===== src/rtl/pwm_fault_pkg.sv =====
`timescale 1ns/1ps
package pwm_fault_pkg;

    typedef enum logic [1:0] {
        HALT_OFF = 2'd0,
        HALT_HW  = 2'd1,
        HALT_SW  = 2'd2,
        HALT_RSV = 2'd3
    } halt_e;

    // Per-fault decoded action requests for the current cycle
    typedef struct packed {
        logic honoured;
        logic hw_hold;
        logic sw_req;
        logic rst_req;
        logic keep_req;
    } fault_req_t;

endpackage


===== src/rtl/pwm_fault_gate.sv =====
`timescale 1ns/1ps
module pwm_fault_gate
    import pwm_fault_pkg::*;
#(
    parameter int unsigned IDX = 0
) (
    input  logic       fault_i,
    input  logic       dual_i,
    input  logic       cyc_idx_i,
    input  logic       keep_en_i,
    input  logic       restart_en_i,
    input  logic [1:0] halt_mode_i,
    output fault_req_t req_o
);
    localparam logic OWN_IDX = IDX[0];

    halt_e mode;
    logic  honoured;

    always_comb begin
        mode     = halt_e'(halt_mode_i);
        // In dual-ramp mode a fault only counts in its own cycle
        honoured = fault_i && (!dual_i || (cyc_idx_i == OWN_IDX));

        req_o          = '0;
        req_o.honoured = honoured;
        req_o.hw_hold  = honoured && (mode == HALT_HW);
        req_o.sw_req   = honoured && (mode == HALT_SW);
        req_o.rst_req  = honoured && restart_en_i;
        req_o.keep_req = honoured && keep_en_i;
    end
endmodule


===== src/rtl/pwm_fault_cnt.sv =====
`timescale 1ns/1ps
module pwm_fault_cnt #(
    parameter int unsigned CNT_W = 16,
    parameter int unsigned N_CH  = 2
) (
    input  logic             clk_i,
    input  logic             rst_ni,
    input  logic             dual_i,
    input  logic [CNT_W-1:0] top_i,
    input  logic             freeze_i,
    input  logic [N_CH-1:0]  rst_req_i,
    output logic [CNT_W-1:0] count_o,
    output logic [CNT_W-1:0] count_nxt_o,
    output logic             idx_o,
    output logic             new_cyc_o
);
    typedef struct packed {
        logic [CNT_W-1:0] count;
        logic             idx;
        logic [N_CH-1:0]  pend;
    } cnt_state_t;

    cnt_state_t s_d, s_q;
    logic       wrap;
    logic       new_cyc;

    always_comb begin
        s_d     = s_q;
        wrap    = (s_q.count >= top_i);
        new_cyc = !freeze_i && ((|rst_req_i) || (|s_q.pend) || wrap);

        if (freeze_i) begin
            s_d.count = s_q.count;
            // a restart requested during a halt waits for the release
            s_d.pend  = s_q.pend | rst_req_i;
        end else begin
            s_d.count = new_cyc ? '0 : s_q.count + 1'b1;
            s_d.pend  = '0;
        end

        s_d.idx = dual_i ? (s_q.idx ^ new_cyc) : 1'b0;
    end

    always_ff @(posedge clk_i or negedge rst_ni) begin
        if (!rst_ni) begin
            s_q <= '0;
        end else begin
            s_q <= s_d;
        end
    end

    assign count_o     = s_q.count;
    assign count_nxt_o = s_d.count;
    assign idx_o       = s_q.idx;
    assign new_cyc_o   = new_cyc;
endmodule


===== src/rtl/pwm_fault_chan.sv =====
`timescale 1ns/1ps
module pwm_fault_chan
    import pwm_fault_pkg::*;
#(
    parameter int unsigned CNT_W = 16
) (
    input  logic             clk_i,
    input  logic             rst_ni,
    input  logic             dual_i,
    input  fault_req_t       req_i,
    input  logic             clr_i,
    input  logic             new_cyc_i,
    input  logic [CNT_W-1:0] count_nxt_i,
    input  logic [CNT_W-1:0] cmp_i,
    output logic             hold_o,
    output logic             pwm_o,
    output logic             stat_o
);
    typedef struct packed {
        logic kc;    // output clamp latched until a clean cycle start
        logic swh;   // software halt still pending
        logic stat;  // sticky fault status
        logic pwm;
    } chan_state_t;

    chan_state_t s_d, s_q;
    logic        clamp;

    assign hold_o = req_i.hw_hold || req_i.sw_req || s_q.swh;

    always_comb begin
        s_d      = s_q;
        s_d.stat = req_i.honoured || (s_q.stat && !clr_i);
        s_d.swh  = req_i.sw_req || (s_q.swh && s_d.stat);
        s_d.kc   = req_i.keep_req || (s_q.kc && !new_cyc_i);
        clamp    = s_d.kc || hold_o || (!dual_i && req_i.rst_req);
        s_d.pwm  = (count_nxt_i < cmp_i) && !clamp;
    end

    always_ff @(posedge clk_i or negedge rst_ni) begin
        if (!rst_ni) begin
            s_q <= '0;
        end else begin
            s_q <= s_d;
        end
    end

    assign pwm_o  = s_q.pwm;
    assign stat_o = s_q.stat;
endmodule


===== src/rtl/pwm_fault_ctrl.sv =====
`timescale 1ns/1ps
module pwm_fault_ctrl
    import pwm_fault_pkg::*;
#(
    parameter int unsigned CNT_W = 16
) (
    input  logic             clk_i,
    input  logic             rst_ni,
    input  logic             dual_ramp_i,
    input  logic [CNT_W-1:0] top_i,
    input  logic [CNT_W-1:0] cmp0_i,
    input  logic [CNT_W-1:0] cmp1_i,
    input  logic             fault_a_i,
    input  logic             fault_b_i,
    input  logic [1:0]       keep_en_i,
    input  logic [1:0]       restart_en_i,
    input  logic [3:0]       halt_mode_i,
    input  logic [1:0]       stat_clr_i,
    output logic [1:0]       pwm_o,
    output logic [CNT_W-1:0] count_o,
    output logic             cyc_idx_o,
    output logic [1:0]       fault_stat_o
);
    localparam int unsigned N_CH = 2;

    logic [N_CH-1:0][CNT_W-1:0] cmp;
    logic [N_CH-1:0]            fault;
    fault_req_t [N_CH-1:0]      req;
    logic [N_CH-1:0]            rst_req;
    logic [N_CH-1:0]            hold;
    logic [CNT_W-1:0]           count_nxt;
    logic                       new_cyc;
    logic                       idx;

    assign cmp[0]   = cmp0_i;
    assign cmp[1]   = cmp1_i;
    assign fault[0] = fault_a_i;
    assign fault[1] = fault_b_i;

    pwm_fault_cnt #(
        .CNT_W (CNT_W),
        .N_CH  (N_CH)
    ) cnt_i (
        .clk_i       (clk_i),
        .rst_ni      (rst_ni),
        .dual_i      (dual_ramp_i),
        .top_i       (top_i),
        .freeze_i    (|hold),
        .rst_req_i   (rst_req),
        .count_o     (count_o),
        .count_nxt_o (count_nxt),
        .idx_o       (idx),
        .new_cyc_o   (new_cyc)
    );

    for (genvar n = 0; n < N_CH; n++) begin : g_ch
        pwm_fault_gate #(
            .IDX (n)
        ) gate_i (
            .fault_i      (fault[n]),
            .dual_i       (dual_ramp_i),
            .cyc_idx_i    (idx),
            .keep_en_i    (keep_en_i[n]),
            .restart_en_i (restart_en_i[n]),
            .halt_mode_i  (halt_mode_i[2*n +: 2]),
            .req_o        (req[n])
        );

        assign rst_req[n] = req[n].rst_req;

        pwm_fault_chan #(
            .CNT_W (CNT_W)
        ) chan_i (
            .clk_i       (clk_i),
            .rst_ni      (rst_ni),
            .dual_i      (dual_ramp_i),
            .req_i       (req[n]),
            .clr_i       (stat_clr_i[n]),
            .new_cyc_i   (new_cyc),
            .count_nxt_i (count_nxt),
            .cmp_i       (cmp[n]),
            .hold_o      (hold[n]),
            .pwm_o       (pwm_o[n]),
            .stat_o      (fault_stat_o[n])
        );
    end

    assign cyc_idx_o = idx;
endmodule


===== config.mk =====
export PLATFORM = sky130hd
export DESIGN_NAME = pwm_fault_ctrl
export DESIGN_NICKNAME = d
export VERILOG_FILES = /design/src/rtl/pwm_fault_pkg.sv /design/src/rtl/pwm_fault_gate.sv /design/src/rtl/pwm_fault_cnt.sv /design/src/rtl/pwm_fault_chan.sv /design/src/rtl/pwm_fault_ctrl.sv
export SDC_FILE = /design/constraint.sdc
export NUM_CORES = 1
export LEC_CHECK = 0
export ABC_AREA = 1
export CORE_UTILIZATION = 48
export CTS_CLUSTER_SIZE = 25
export DETAILED_ROUTE_END_ITERATION = 10
export PLACE_DENSITY = 0.8
export SLEW_MARGIN = 10
export SYNTH_ARGS = -nofsm -noshare
export SYNTH_HDL_FRONTEND = slang
export SYNTH_SLANG_ARGS = --single-unit
export TNS_END_PERCENT = 1

===== constraint.sdc =====
create_clock -name clk_i -period 2.9 [get_ports clk_i]
set_input_delay 0.58 -clock clk_i [delete_from_list [all_inputs] [get_ports clk_i]]
set_output_delay 0.58 -clock clk_i [all_outputs]
set_load 0.005 [all_outputs]

# Yosys cells after proc, flatten, opt, wreduce, memory -nomap -nowiden

Cells that the tools add are included.
Widths: inputs -> output; s select.

Word-level logic and storage cells: 75
Output and inout bits: 21
Register bits: 27
Input bits: 63

Add/sub/neg operators: 1
Bitwise gates (word level): 3
Equal/unequal tests: 4
Reduce and logical (&&, ||, !) cells: 49
Magnitude comparators: 3
Muxes and demuxes: 4

Operator list:

| kind                  | count |
|---|---|
| $lt 16x16->1          | 2 |
| $mux 16               | 2 |
| $logic_and 1x1->1     | 21 |
| $logic_or 1x1->1      | 18 |
| $add 16x1->16 const B | 1 |
| $ge 16x16->1          | 1 |
| $logic_not 1->1       | 7 |
| $reduce_or 2->1       | 3 |
| $eq 2x1->1 const B    | 2 |
| $eq 2x2->1 const B    | 2 |
| $mux 2                | 1 |
| $or 2x2->2            | 1 |
| $mux 1                | 1 |
| $not 1->1             | 1 |
| $xor 1x1->1           | 1 |

# Depth between registers and ports, before layout

Gate-level depths: netlist of the first run.

Depth in word-level cells: 16
Mapped depth: 22
Mapped depth without buffers: 21

# Cells and area by module

From an unflattened synthesis of the first run, not the netlist that was laid out.

Cells, all modules: 448
Area total of the unflattened synthesis: 3071.7 µm²

By module, submodules not included:

| module                           | sequential area each (µm²) | times used | area each (µm²) | cells each |
|---|---|---|---|---|
| pwm_fault_cnt                    | 475.5                      | 1          | 1747.9          | 244 |
| pwm_fault_chan                   | 100.1                      | 2          | 585.6           | 86 |
| pwm_fault_gate at g_ch[0].gate_i | 0.0                        | 1          | 76.3            | 14 |
| pwm_fault_gate at g_ch[1].gate_i | 0.0                        | 1          | 65.1            | 15 |
| pwm_fault_ctrl                   | 0.0                        | 1          | 11.3            | 3 |

# Worst setup path before layout of the first run

No wires, ideal clock.

Kind: input to register
From: in top_i[15]
To: reg g_ch[1].chan_i.s_q, in the netlist g_ch[1].chan_i.pwm_o
Stages on the path: 20
Buffers on the path: 1
Setup slack: 0.166 ns
Arrival time: 2.657 ns
Library setup time: 0.077 ns
Required time: 2.823 ns
Cell sequence: inv_1 -> ha_1 -> nand2_1 -> inv_1 -> nand2_1 -> nand2_1 -> nor2_1 -> nand2_1 -> nor2_1 -> nand2_1 -> nand2_1 -> buf_2 -> nand2_1 -> a21oi_1 -> ha_1 -> a21oi_1 -> nor2_1 -> a211oi_1 -> nand2_1 -> a21oi_1

RTL lines:

| what                 | RTL line             | RTL |
|---|---|---|
| start, declared      | pwm_fault_ctrl.sv:10 | `input logic [CNT_W-1:0] top_i,` |
| end signal, assigned | pwm_fault_chan.sv:42 | `s_q <= '0;` |
| end signal, assigned | pwm_fault_chan.sv:44 | `s_q <= s_d;` |
| end, declared        | pwm_fault_chan.sv:26 | `chan_state_t s_d, s_q;` |

==> metrics.txt, run 1 <==
drc violations 0; Peak VDD IR 0.000300 V; critical path's largest stage delay about 0.44 ns; vias per std cell around 5.3; Die X 78.0 um; Max Slew Vio Count 0; cell taking the most area after synthesis dfrtp_1; commonest non-fill, non-tap cell in the layout inv_1; I/O pins 84; CTS tree yes; Reg-to-Reg Start cnt_i.idx_o$_DFF_PN0_; Slew @ Worst Pin ~0.38 ns; WL final approximately 9 mm; Peak Freq roughly 330 MHz; Final nets approximately 620; Worst-Skew Late Latency between 0.2 and 0.3 ns; CP startpoint cnt_i.idx_o$_DFF_PN0_; CTS Buf Count 3; Clock Tree Buf Depth 2; routability cong. 0.922; post-synthesis cell type count 32; vias in the first global route ~3,000; antenna violations before repair 0; final hold slack 0.492 ns; RSZ-0062 raised after global routing yes; R2R setup slack -0.18 ns; clk root buf clkbuf_8; minimum clock period 3.08 ns; TritonRoute pass-1 iters 7; grt total ovfl 0; failing checks negative setup slack; routed vias 3,039; Final WS setup -0.175 ns; headroom to the max-slew limit between 70% and 80%; kind of critical path flop to flop; Area contributors post-synth dfrtp_1, ha_1, inv_1; Syn. warnings 0; Yosys top cell area share between 20% and 30%; largest net degree at the start of global routing 28; R2R depth 22; # diodes 0; critical-path cell list inv_2, nand2_2, nand2_1, inv_2, nand2_2, nand3_4, nor2_8, buf_4, inv_2, nor3_4, nand2_2, nor3_2, o21ai_0, a21oi_1, buf_4, buf_4, ha_4, nand2_1, nor2_1, a211oi_2, nand2_1, a21oi_2; number of port buffers 83; Synth-to-Final Area Change 61.9%; Critical Path Sink g_ch[1].chan_i.pwm_o$_DFF_PN0_; CP Launch Type flop; post-DR wirelength/cell 15.7 um; Die Area a little over 6000 um2; P_leak 2.31 nW; Critical Path RT between 3 and 4 ns; Slowest cell on crit path dfrtp_1; Max-Cap Viols 0; crit-path max FO 5; first-pass GRT wire length 13.3 mm; site row count 27; Initial Util ~50%; final hold vios 0; most frequent cells in the layout inv_1, clkdlybuf4s50_1, nand2_1; dpl hpwl 5.92 mm; Tot GR Track Use 27.7%; P per Cell Area 351 nW/um2; ANT nets after route 0; Crit. End Element flop; status finished, violations left; DR iter-0 viols roughly 280; Yosys reg bits 27; CP arrival between 3 and 4 ns; share of layout cells above drive strength 1 around a third; Synth Cell Area roughly 2800 um2; CTS sink cnt 27; worst reg2reg endpoint g_ch[1].chan_i.pwm_o$_DFF_PN0_; H-tree depth 1; post-route cell area about 4500 um2; core footprint 5540 um2; Clock transition at path regs 0.11 ns; syn nets 490; type of the most critical hold path flop to flop; fillers roughly 340; final setup vio count 2; Final Cycle Share 106%; Clock Skew around 0.0071 ns; Avg Inst Size Synth 7.30 um2; post-place setup slack -0.729 ns; Synth Instances 380; placed inst area ~3800 um2; register area share after synthesis roughly 24%; Die Ht between 70 and 80 um
## sequential cells by signal, summed over array words and instances, names as in the netlist
signal	flops
g_ch.chan_i.pwm_o	2
g_ch.chan_i.stat_o	2
cnt_i.s_q	2
g_ch.chan_i.s_q	4
cnt_i.idx_o	1
cnt_i.count_o	16
## how the worst min path moves through the flow
stage                                         start                              end  cells past startpoint
CTS                 g_ch[0].chan_i.s_q[2]$_DFF_PN0_  g_ch[0].chan_i.s_q[2]$_DFF_PN0_                      2
floorplan                                    rst_ni       cnt_i.count_o[0]$_DFF_PN0_                      0
detailed placement  g_ch[0].chan_i.s_q[2]$_DFF_PN0_  g_ch[0].chan_i.s_q[2]$_DFF_PN0_                      2
global route        g_ch[0].chan_i.s_q[2]$_DFF_PN0_  g_ch[0].chan_i.s_q[2]$_DFF_PN0_                      2
finish              g_ch[0].chan_i.s_q[2]$_DFF_PN0_  g_ch[0].chan_i.s_q[2]$_DFF_PN0_                      2
global placement    g_ch[0].chan_i.s_q[2]$_DFF_PN0_  g_ch[0].chan_i.s_q[2]$_DFF_PN0_                      2
## report_power, final
| group | internal [W] | switching (W) |
|---|---|---|
| Combinational | 0.000434 | 0.000429 |
| Sequential | 0.000432 | 0.0000421 |
| Clock | 0.0000983 | 0.000143 |
## kinds of logic after synthesis
logic type / count (synthesis) / synth area share, %
adder cells (fa/ha/maj): 47 / 21.2
AND/OR/NAND/NOR: 139 / 25.5
flip-flops: 27 / 24.3
buffers and inverters: 116 / 18.4
AO/OA/AOI/OAI: 50 / 10.2
XOR/XNOR: 1 / 0.316
## critical path, delay by kind of cell, from the launching register on
| family | cells | cell delay, ns |
|---|---|---|
| AOI/OAI and AO/OA | 4 | 0.64 |
| adders and majority gates | 1 | 0.19 |
| buffers and inverters | 6 | 0.61 |
| DFF | 1 | 0.44 |
| and+or+nand+nor | 11 | 1.14 |
## cells in the mapped netlist
cell,instances
a211oi_1,2
a21o_1,3
a21oi_1,31
a22oi_1,2
buf_2,1
buf_4,20
dfrtp_1,27
ha_1,47
inv_1,92
inv_2,3
nand2_1,73
nand2_2,3
nand3_1,12
nand3_2,2
nand3_4,1
nand3b_1,2
nand3b_4,1
nand4_1,10
nor2_1,22
nor2_8,1
nor3_1,2
nor3_2,2
nor3_4,2
nor3b_1,2
nor4_1,1
nor4_4,1
o21ai_0,9
o21bai_1,1
o221a_2,2
or2_1,1
or2_2,1
xor2_1,1
## layout make-up
class	count	area, um2	area share [%]
repair buffers	141	1240	27.7
flip-flops and latches	27	677	15.1
well taps	72	90.1	2.01
clock inverters	1	7.51	0.167
multi-input cells	237	2070	46.0
inverters	95	364	8.11
clock buffers	3	41.3	0.919
## routing by layer
| metal | GRT usage [%] | part of all wire [%] |
|---|---|---|
| met2 | 51.1 | 53 |
| met3 | 3.72 | 6.7 |
| met1 | 32.1 | 38 |
| met4 | 11.5 | 2.0 |
| met5 | 0 | 0 |
## what timing repair did
item                                    4_1_cts  5_1_grt
pin swaps                                    58       36
endpoints found under the setup margin        2        2
setup buffers                                 6       12
cloned                                        0        0
resized for setup                            71       56
hold buffers                                  0        0
## per-stage QoR
| stage | instances | TNS [ns] | util, % | total power (W) |
|---|---|---|---|---|
| 2_1_floorplan | 380 | 0 | - | 0.000862 |
| 3_3_place_gp | 554 | -1.15 | 69.3 | 0.00114 |
| 3_5_place_dp | 554 | -1.45 | 69.3 | 0.00117 |
| 4_1_cts | 564 | 0 | 75.5 | 0.00147 |
| 5_1_grt | 576 | -0.508 | 81.1 | 0.00168 |
| 6_report | 576 | -0.233 | 81.1 | 0.00158 |
Power figures use the tool's default switching activity.
==> run 2: changes to the inputs <==
--- a/config.mk
+++ b/config.mk
@@ -6,10 +6,10 @@
 export NUM_CORES = 1
 export LEC_CHECK = 0
 export ABC_AREA = 1
-export CORE_UTILIZATION = 48
+export CORE_UTILIZATION = 43
 export CTS_CLUSTER_SIZE = 25
 export DETAILED_ROUTE_END_ITERATION = 10
-export PLACE_DENSITY = 0.8
+export PLACE_DENSITY = 0.75
 export SLEW_MARGIN = 10
 export SYNTH_ARGS = -nofsm -noshare
 export SYNTH_HDL_FRONTEND = slang
==> constraint.sdc (replaced) <==
create_clock -name clk_i -period 2.7 [get_ports clk_i]
set_input_delay 0.54 -clock clk_i [delete_from_list [all_inputs] [get_ports clk_i]]
set_output_delay 0.54 -clock clk_i [all_outputs]
set_load 0.005 [all_outputs]
==> run 2 against run 1 <==
The run still ends with negative setup slack left. Cell count up 1.7%. Total power up 11%. Largest power group unchanged. Cell area up 1.9%. First-iteration DRC count down 61%. Critical path depth down 2. Global-route usage down 3.2 points. Non-clock buffer count up 7. Count of clock-buffer cells in the layout unchanged. Clock power up 2%. Core utilization down 5.5 points. Fmax up 5.7%. Highest routed layer unchanged.
==> metrics.txt, run 2 (synthesized netlist as in run 1, its figures left out) <==
final hold slack 0.505 ns (+0.0127 ns); TritonRoute pass-1 iters 4 (-3); uppermost layer routed met4; DR iter-0 viols 108 (-61%); Die X 82.3 um (+5.5%); met1 wire length 3.54 mm (+3.1%); Die Area 6780 um2 (+11%); Final nets 622 (+1.1%); first-pass GRT wire length 12.5 mm (-5.9%); status finished, violations left; P per Cell Area 384 nW/um2 (+9.2%); Sequential Area 676 um2 (-0.18%); I/O pins 84 (unchanged); final hold vios 0 (unchanged); RSZ-0062 raised after global routing yes; placed cells 566 (+2.2%); Initial Util 45.8% (-4.3 points); CP Launch Type flop; Slew @ Worst Pin 0.384 ns (-0.00112 ns); share of layout cells above drive strength 1 32.9% (-0.46 points); Clock transition at path regs 0.11 ns (about the same); max reg flops 16 (unchanged); Max-Cap Viols 0 (unchanged); clk root buf clkbuf_8; Worst-Skew Late Latency 0.28 ns (about the same); grt total ovfl 0 (unchanged); Peak Freq 344 MHz (+5.7%); antenna violations before repair 0 (unchanged); drc violations 0 (unchanged); hold_buf cts 0 (unchanged); final setup vio count 2 (unchanged); commonest non-fill, non-tap cell in the layout inv_1; Critical Path RT 2.91 ns (-0.22 ns); Tot GR Track Use 24.5% (-3.2 points); routability cong. 0.825 (-11%); Multi-input gate area 2080 um2 (+0.61%); final core occ 75.5% (-5.5 points); Clock Tree Buf Depth 2 (unchanged); most frequent cells in the layout inv_1, buf_4, clkdlybuf4s50_1; largest net degree at the start of global routing 28 (unchanged); P_leak 2.35 nW (+1.9%); number of port buffers 83 (unchanged); H-tree depth 1 (unchanged); Synth-to-Final Area Change 65.0%; kind of critical path flop to flop; vias per std cell 4.94 (-6.3%); CTS sink cnt 27 (unchanged); ANT nets after route 0 (unchanged); Final Cycle Share 108% (+1.7 points); final cell count without fillers 586 (+1.7%); Final WS setup -0.209 ns (-0.0340 ns); post-DR wirelength/cell 14.7 um (-6.4%); post-place setup slack -1.01 ns (-0.277 ns); DR WL met3 393 um (-35%); type of the most critical hold path flop to flop; Max Slew Vio Count 0 (unchanged); Peak VDD IR 0.000263 V (-12%); site row count 28 (+3.7%); core footprint 6060 um2 (+9.4%); dpl hpwl 5.95 mm (+0.51%); # diodes 0 (unchanged); routed vias 2,896 (-4.7%); headroom to the max-slew limit 74.4% (+0.075 points); setup TNS -0.365 ns (-0.132 ns); Clock Skew 0.00920 ns (+0.00207 ns); Crit. End Element flop; vias in the first global route 2,889 (-4.7%); WL final 8.60 mm (-4.7%); failing checks negative setup slack; Die Ht 82.3 um (+5.5%); crit-path max FO 3 (-2); minimum clock period 2.91 ns (-0.166 ns); CTS Buf Count 3 (unchanged); fillers 419 (+25%); CP arrival 3.12 ns (-0.18 ns); met2 WL 4.47 mm (-7.0%); CTS tree yes
==> run 2: cell types whose count changed in the layout (fill, tap and decap cells not counted), moves of 2 or more <==
| cell | change |
|---|---|
| ha_1 | +2 |
| buf_12 | +2 |
| nor3_2 | -2 |
| nor2_2 | -3 |
| ha_2 | -2 |
| a21oi_2 | -2 |
| dlymetal6s2s_1 | -3 |
| clkdlybuf4s15_1 | +3 |
| buf_4 | +4 |
| nor2_4 | +3 |
| a21oi_1 | +3 |
==> run 2: layout make-up <==
type / instances / area share (%)
Multi-Input combinational cell: 237 / 45.4
Clock buffer: 3 / 0.902
Tap cell: 75 / 2.05
Inverter: 95 / 7.87
Timing Repair Buffer: 148 / 28.9
Sequential cell: 27 / 14.8
Clock inverter: 1 / 0.109
==> run 2: power by group <==
group	switching, W	leakage (nW)	internal [W]
Combinational	0.000487	1.97	0.000518
Clock	0.000142	0.0255	0.000104
Sequential	0.0000415	0.357	0.000464
Total	0.000670	2.35	0.00109
==> run 2: per-layer routing <==
metal  GRT usage (%)  vias to the layer above
li1                -                     1453
met1            29.0                     1330
met2            45.0                       93
met3            2.86                       20
met4            9.12                        0
met5               0                        -
==> run 2: critical path, stage by stage (launching register included) <==
cell	delay (ns)
dfrtp_1	0.42
inv_2	0.09
nand2_2	0.07
nand2_1	0.08
inv_2	0.04
nand2_2	0.07
nand3_4	0.10
nor2_8	0.13
inv_2	0.07
nor3_4	0.22
nand2_2	0.12
nor3_4	0.17
o21ai_1	0.10
a21oi_1	0.13
buf_4	0.16
ha_1	0.27
nand2_1	0.11
nor2_1	0.08
a211oi_2	0.16
nand2_1	0.09
a21oi_2	0.14
==> run 2: timing repair <==
action	4_1_cts	5_1_grt
cloned	0	0
pin swaps	72	25
gates resized for setup	93	35
buffers inserted	11	5
endpoints found under the setup margin	2	2
==> run 2: path summary, 6_finish.rpt <==
check,from,slack (ns),cells past startpoint,end
hold / removal,g_ch[1].chan_i.stat_o$_DFF_PN0_,0.50,2,g_ch[1].chan_i.stat_o$_DFF_PN0_
setup / recovery,cnt_i.idx_o$_DFF_PN0_,-0.21,20,g_ch[0].chan_i.pwm_o$_DFF_PN0_
setup reg to reg,cnt_i.idx_o$_DFF_PN0_,-0.21,20,g_ch[0].chan_i.pwm_o$_DFF_PN0_
min in group asynchronous,rst_ni,0.63,2,cnt_i.count_o[1]$_DFF_PN0_
hold reg to reg,g_ch[1].chan_i.stat_o$_DFF_PN0_,0.50,2,g_ch[1].chan_i.stat_o$_DFF_PN0_
max in group asynchronous,rst_ni,1.78,2,cnt_i.count_o[3]$_DFF_PN0_
==> run 2: through the flow <==
step	total power, W	cell area (um2)
after floorplan	0.000926	2780
after global placement	0.00127	3930
after detailed placement	0.00130	3930
after CTS	0.00167	4370
after global routing	0.00187	4580
final	0.00176	4580
